### config.mk
export PLATFORM = sky130hd
export DESIGN_NAME = fold_sel
export DESIGN_NICKNAME = d
export VERILOG_FILES = /design/src/rtl/fold_pkg.sv /design/src/rtl/fold_mode_reg.sv /design/src/rtl/fold_illegal_trk.sv /design/src/rtl/fold_out_mux.sv /design/src/rtl/fold_sel.sv
export SDC_FILE = /design/constraint.sdc
export NUM_CORES = 1
export LEC_CHECK = 0
export BUFFER_PORTS_ARGS = -buffer_cell sky130_fd_sc_hd__clkbuf_2
export CORE_AREA = 4 4 41 43
export CTS_CLUSTER_DIAMETER = 40
export CTS_CLUSTER_SIZE = 10
export DETAILED_ROUTE_END_ITERATION = 12
export DIE_AREA = 0 0 45 47
export GPL_TIMING_DRIVEN = 0
export PLACE_DENSITY_LB_ADDON = 0.08
export RECOVER_POWER = 50
export SETUP_SLACK_MARGIN = 0.1
export SYNTH_ARGS = -nofsm -noshare
export SYNTH_HDL_FRONTEND = slang
export SYNTH_SLANG_ARGS = --single-unit
export TNS_END_PERCENT = 30
### constraint.sdc
create_clock -name clk_i -period 2.2 [get_ports clk_i]
set_input_delay 0.33 -clock clk_i [delete_from_list [all_inputs] [get_ports clk_i]]
set_output_delay 0.33 -clock clk_i [all_outputs]
set_load 0.01 [all_outputs]
### src/rtl/fold_pkg.sv
package fold_pkg;

  localparam int unsigned CODE_W = 4;

  // code bit order: {sy1_lk, sy2_lk, sy1_fo, sy2_fo}
  localparam int unsigned B_LK1 = 3;
  localparam int unsigned B_LK2 = 2;

  typedef enum logic [3:0] {
    FM_OFF,
    FM_LK2,
    FM_LK1,
    FM_LKB,
    FM_REF2,
    FM_PRG2,
    FM_REF1,
    FM_PRG1,
    FM_FAST,
    FM_RSVD,
    FM_CRST
  } fold_mode_e;

  typedef struct packed {
    logic pin;
    logic oe;
    logic fast;
    logic crst;
  } fold_out_t;

  function automatic fold_mode_e fold_decode(input logic [CODE_W-1:0] c);
    fold_mode_e m;
    case (c[1:0])
      2'b00: begin
        case (c[B_LK1:B_LK2])
          2'b00:   m = FM_OFF;
          2'b01:   m = FM_LK2;
          2'b10:   m = FM_LK1;
          default: m = FM_LKB;
        endcase
      end
      2'b01:   m = c[B_LK2] ? FM_PRG2 : FM_REF2;
      2'b10:   m = c[B_LK2] ? FM_PRG1 : FM_REF1;
      default: begin
        case (c[B_LK1:B_LK2])
          2'b00:   m = FM_FAST;
          2'b11:   m = FM_CRST;
          default: m = FM_RSVD;
        endcase
      end
    endcase
    return m;
  endfunction

endpackage

### src/rtl/fold_mode_reg.sv
module fold_mode_reg
  import fold_pkg::*;
(
  input  logic              clk_i,
  input  logic              rst_ni,
  input  logic [CODE_W-1:0] code_i,
  output fold_mode_e        mode_o
);

  fold_mode_e mode_q;

  always_ff @(posedge clk_i or negedge rst_ni) begin
    if (!rst_ni) mode_q <= FM_OFF;
    else         mode_q <= fold_decode(code_i);
  end

  assign mode_o = mode_q;

endmodule

### src/rtl/fold_illegal_trk.sv
module fold_illegal_trk
  import fold_pkg::*;
(
  input  logic              clk_i,
  input  logic              rst_ni,
  input  logic [CODE_W-1:0] code_i,
  output logic              illegal_o
);

  logic ill_q;
  logic hit;

  assign hit = (fold_decode(code_i) == FM_RSVD);

  always_ff @(posedge clk_i or negedge rst_ni) begin
    if (!rst_ni) ill_q <= 1'b0;
    else if (hit) ill_q <= 1'b1;
  end

  assign illegal_o = ill_q;

endmodule

### src/rtl/fold_out_mux.sv
module fold_out_mux
  import fold_pkg::*;
(
  input  fold_mode_e mode_i,
  input  logic [1:0] lock_i,
  input  logic [1:0] ref_i,
  input  logic [1:0] prg_i,
  input  logic [1:0] cp_hi_i,
  output fold_out_t  out_o
);

  logic cp_any;
  assign cp_any = |cp_hi_i;

  // index 0 = synthesizer 1, index 1 = synthesizer 2
  always_comb begin
    out_o = '{pin: 1'b0, oe: 1'b1, fast: 1'b0, crst: 1'b0};
    case (mode_i)
      FM_LK2:  out_o.pin = lock_i[1];
      FM_LK1:  out_o.pin = lock_i[0];
      FM_LKB:  out_o.pin = &lock_i;
      FM_REF2: out_o.pin = ref_i[1];
      FM_PRG2: out_o.pin = prg_i[1];
      FM_REF1: out_o.pin = ref_i[0];
      FM_PRG1: out_o.pin = prg_i[0];
      FM_FAST: begin
        out_o.oe   = cp_any;
        out_o.fast = cp_any;
      end
      FM_CRST: out_o.crst = 1'b1;
      default: ;
    endcase
  end

endmodule

### src/rtl/fold_sel.sv
module fold_sel
  import fold_pkg::*;
(
  input  logic clk_i,
  input  logic rst_ni,
  input  logic sy1_lk_sel_i,
  input  logic sy2_lk_sel_i,
  input  logic sy1_fo_sel_i,
  input  logic sy2_fo_sel_i,
  input  logic sy1_lock_i,
  input  logic sy2_lock_i,
  input  logic sy1_ref_i,
  input  logic sy2_ref_i,
  input  logic sy1_prg_i,
  input  logic sy2_prg_i,
  input  logic sy1_cp_hi_i,
  input  logic sy2_cp_hi_i,
  output logic pin_o,
  output logic pin_oe_o,
  output logic fastlock_o,
  output logic cnt_rst_o,
  output logic illegal_o
);

  logic [CODE_W-1:0] code;
  fold_mode_e        mode;
  fold_out_t         out;

  assign code = {sy1_lk_sel_i, sy2_lk_sel_i, sy1_fo_sel_i, sy2_fo_sel_i};

  fold_mode_reg u_mode (
    .clk_i  (clk_i),
    .rst_ni (rst_ni),
    .code_i (code),
    .mode_o (mode)
  );

  fold_illegal_trk u_ill (
    .clk_i     (clk_i),
    .rst_ni    (rst_ni),
    .code_i    (code),
    .illegal_o (illegal_o)
  );

  fold_out_mux u_mux (
    .mode_i  (mode),
    .lock_i  ({sy2_lock_i, sy1_lock_i}),
    .ref_i   ({sy2_ref_i, sy1_ref_i}),
    .prg_i   ({sy2_prg_i, sy1_prg_i}),
    .cp_hi_i ({sy2_cp_hi_i, sy1_cp_hi_i}),
    .out_o   (out)
  );

  assign pin_o      = out.pin;
  assign pin_oe_o   = out.oe;
  assign fastlock_o = out.fast;
  assign cnt_rst_o  = out.crst;

endmodule

==> impl_results.md <==
* Status: complete, no violations
* Distinct cells, synth at 18
* WL final at 773 um
* Buf/Inv on CP at 1
* Seq cells post-synth at 5
* Seq/Total Area, Yosys at 32.6%
* Crit path largest cell delay at 0.45 ns
* Post-Layout Cell Count at 80
* Share of layout cells above drive strength 1 at 29.2%
* Worst Skew at 0 ns
* Internal power at 0.201 mW
* First-pass GRT wire length at 1260 um
* GRT Resource Usage Total at 8.58%
* Register area at 125 um^2
* RSZ-0062 raised after global routing: no
* NetSw at 0.0829 mW
* Proportion of power drawn by flip-flops and latches at 38.2%
* Layout area overhead at 37.1%
* YS warnings at 0
* Kind of start point of the critical path: flop
* Final Hold Viols at 0
* 1st-iter DRT viols at 3
* Synth Instances at 42
* Final period util at 80.1%
* CP Data Required Time at 1.87 ns
* Initial antenna violation count at 0
* Type of the worst min-delay path: in2reg
* IR Drop Worst-Case VDD at 0.000231 V
* Post-Syn Area at 384 um^2
* CP cell instances: mux2_1 > o221ai_1 > a211oi_1 > clkbuf_2
* Worst path arrival time at 1.43 ns
* Tightest Pin Transition at 0.325 ns
* Final worst path period need at 1.76 ns
* IO Pins at 19
* Port bufs at 18
* Vias in the first global route at 334
* Via count at 368
* FILL cells at 140
* Wire per inst at 9.66 um
* Clk sinks at 5
* 1st-pass router iterations at 4
* Die footprint at 2120 um^2
* Die Y at 47 um
* Clock transition at path regs at 0.05 ns
* Max Fclk at 567 MHz
* CP Max Fanout at 6
* ANT nets after route at 0
* CTS Buffer Depth at 2
* Core region area at 1300 um^2
* Inserted Diodes at 0
* Maximum number of pins on one net before global-route repair at 7
* Placed Instances at 75
* Layout Utilization at 40.5%
* Crit-path slowest cell: dfrtp_1
* Kind of critical path: reg2out
* Post-Synthesis Net Count at 64
* Fin nets at 88
* DIE WIDTH at 45 um
* Most common cell after layout, fill and taps aside: clkbuf_2
* Worst setup EP type: output pin
* Global route overflow at 0
* Post-CTS Resized at 0
* Rows at 13
* DRC Markers at 0
* Clock latency on the worst-skew pair at 0.24 ns
* Crit path max-delay family: flip-flops
* Leakage power at 0.290 nW
* Fin Setup TNS at 0 ns
* Pwr per Cell Area at 539 nW/um^2
* Max-cap violations at 0
* Effective utilization at floorplan at 29.5%
* Root Driver: clkbuf_4
* Via density at 4.60
* Depth of the CTS H-tree at 1
* Sw Ratio at 29.2%
* Clk network pwr share at 39.2%
* RePlAce Congestion at 0.718
* Area of the multi-input gates at 229 um^2
* CTS tree: built
* Max transition margin at 78.3%
* Combinational power share at 22.5%
* CTS Buf Count at 3
* Worst hold slack at 0.427 ns
* Final Slew Violations at 0
* Final setup viols at 0
* Hpwl dp at 653 um
* Most frequent cells in the layout: clkbuf_2 (16), inv_1 (8), ha_1 (8)
* Syn Area/Cell at 9.15 um^2
path summary, 6_finish.rpt:
kind | start | to | slack (ns) | cells after the start
worst min register to register | u_ill.illegal_o | u_ill.illegal_o | 0.47 | 1
min in group asynchronous | rst_ni | u_mode.mode_o[0] | 0.46 | 2
worst max-delay path | u_mode.mode_o[2] | pin_o | 0.44 | 4
max in group asynchronous | rst_ni | u_mode.mode_o[1] | 1.54 | 2
worst min-delay path | sy2_fo_sel_i | u_mode.mode_o[2] | 0.43 | 3
worst max register to register | u_ill.illegal_o | u_ill.illegal_o | 1.53 | 1
power by group through the flow:
stage          Sequential (mW)  Combinational [mW]  Clock (mW)
2_1_floorplan            0.109              0.0357           0
3_3_place_gp             0.110              0.0652           0
3_5_place_dp             0.110              0.0642           0
4_1_cts                  0.109              0.0659       0.113
5_1_grt                  0.110              0.0739       0.122
6_report                 0.109              0.0640       0.111
kinds of logic (layout without fill, tap and decap cells):
kind of cell / count (synthesis) / count (layout) / synth area share (%)
flip-flops: 5 / 5 / 32.6
AO/OA/AOI/OAI: 9 / 9 / 16.9
adder cells (fa/ha/maj): 8 / 8 / 26.1
multiplexers: 2 / 2 / 5.54
buffers and inverters: 8 / 31 / 7.82
AND/OR/NAND/NOR: 10 / 10 / 11.1
what timing repair did:
action	in CTS	in global routing
hold buffers	1	0
hold endpoints to repair	5	0
buffers inserted	0	0
synthesized netlist by cell type (all sizes together):
cell	instances	area, um^2
mux2	1	11.3
nor2	6	22.5
o221ai	1	8.76
ha	8	100
dfrtp	5	125
nand3	1	5.00
nor3	1	5.00
o21ai	3	15.0
a31o	1	8.76
a311oi	1	8.76
mux2i	1	10.0
a21o	1	7.51
nand4	1	6.26
o32ai	1	8.76
inv	8	30.0
nand2	1	3.75
a211oi	1	7.51
area by class of cell:
| cell class | instances | share of cell area [%] |
|---|---|---|
| multi-input cells | 29 | 43.5 |
| flip-flops and latches | 5 | 23.8 |
| repair buffers | 19 | 18.5 |
| inverters | 8 | 5.70 |
| clock buffers | 4 | 4.99 |
| well taps | 15 | 3.56 |
metal layers:
| metal | GRT usage [%] | vias up | part of all wire (%) |
|---|---|---|---|
| met3 | 1.53 | 2 | 8.5 |
| li1 | - | 192 | - |
| met4 | 8.77 | 0 | 2.7 |
| met1 | 9.24 | 162 | 40 |
| met5 | 0 | - | 0 |
| met2 | 13.8 | 12 | 48 |
flip-flops by register name, indices dropped and copies added (netlist names):
register / cells
u_ill.illegal_o: 1
u_mode.mode_o: 4
through the flow:
step / instance area, um^2 / setup slack (ns) / power, mW
final: 527 / 0.437 / 0.284
after global routing: 527 / 0.350 / 0.305
after CTS: 529 / 0.420 / 0.287
after detailed placement: 493 / 0.687 / 0.174
after global placement: 493 / 0.657 / 0.175
after floorplan: 384 / 0.762 / 0.145
No activity file was read; power rests on OpenSTA's default activity.
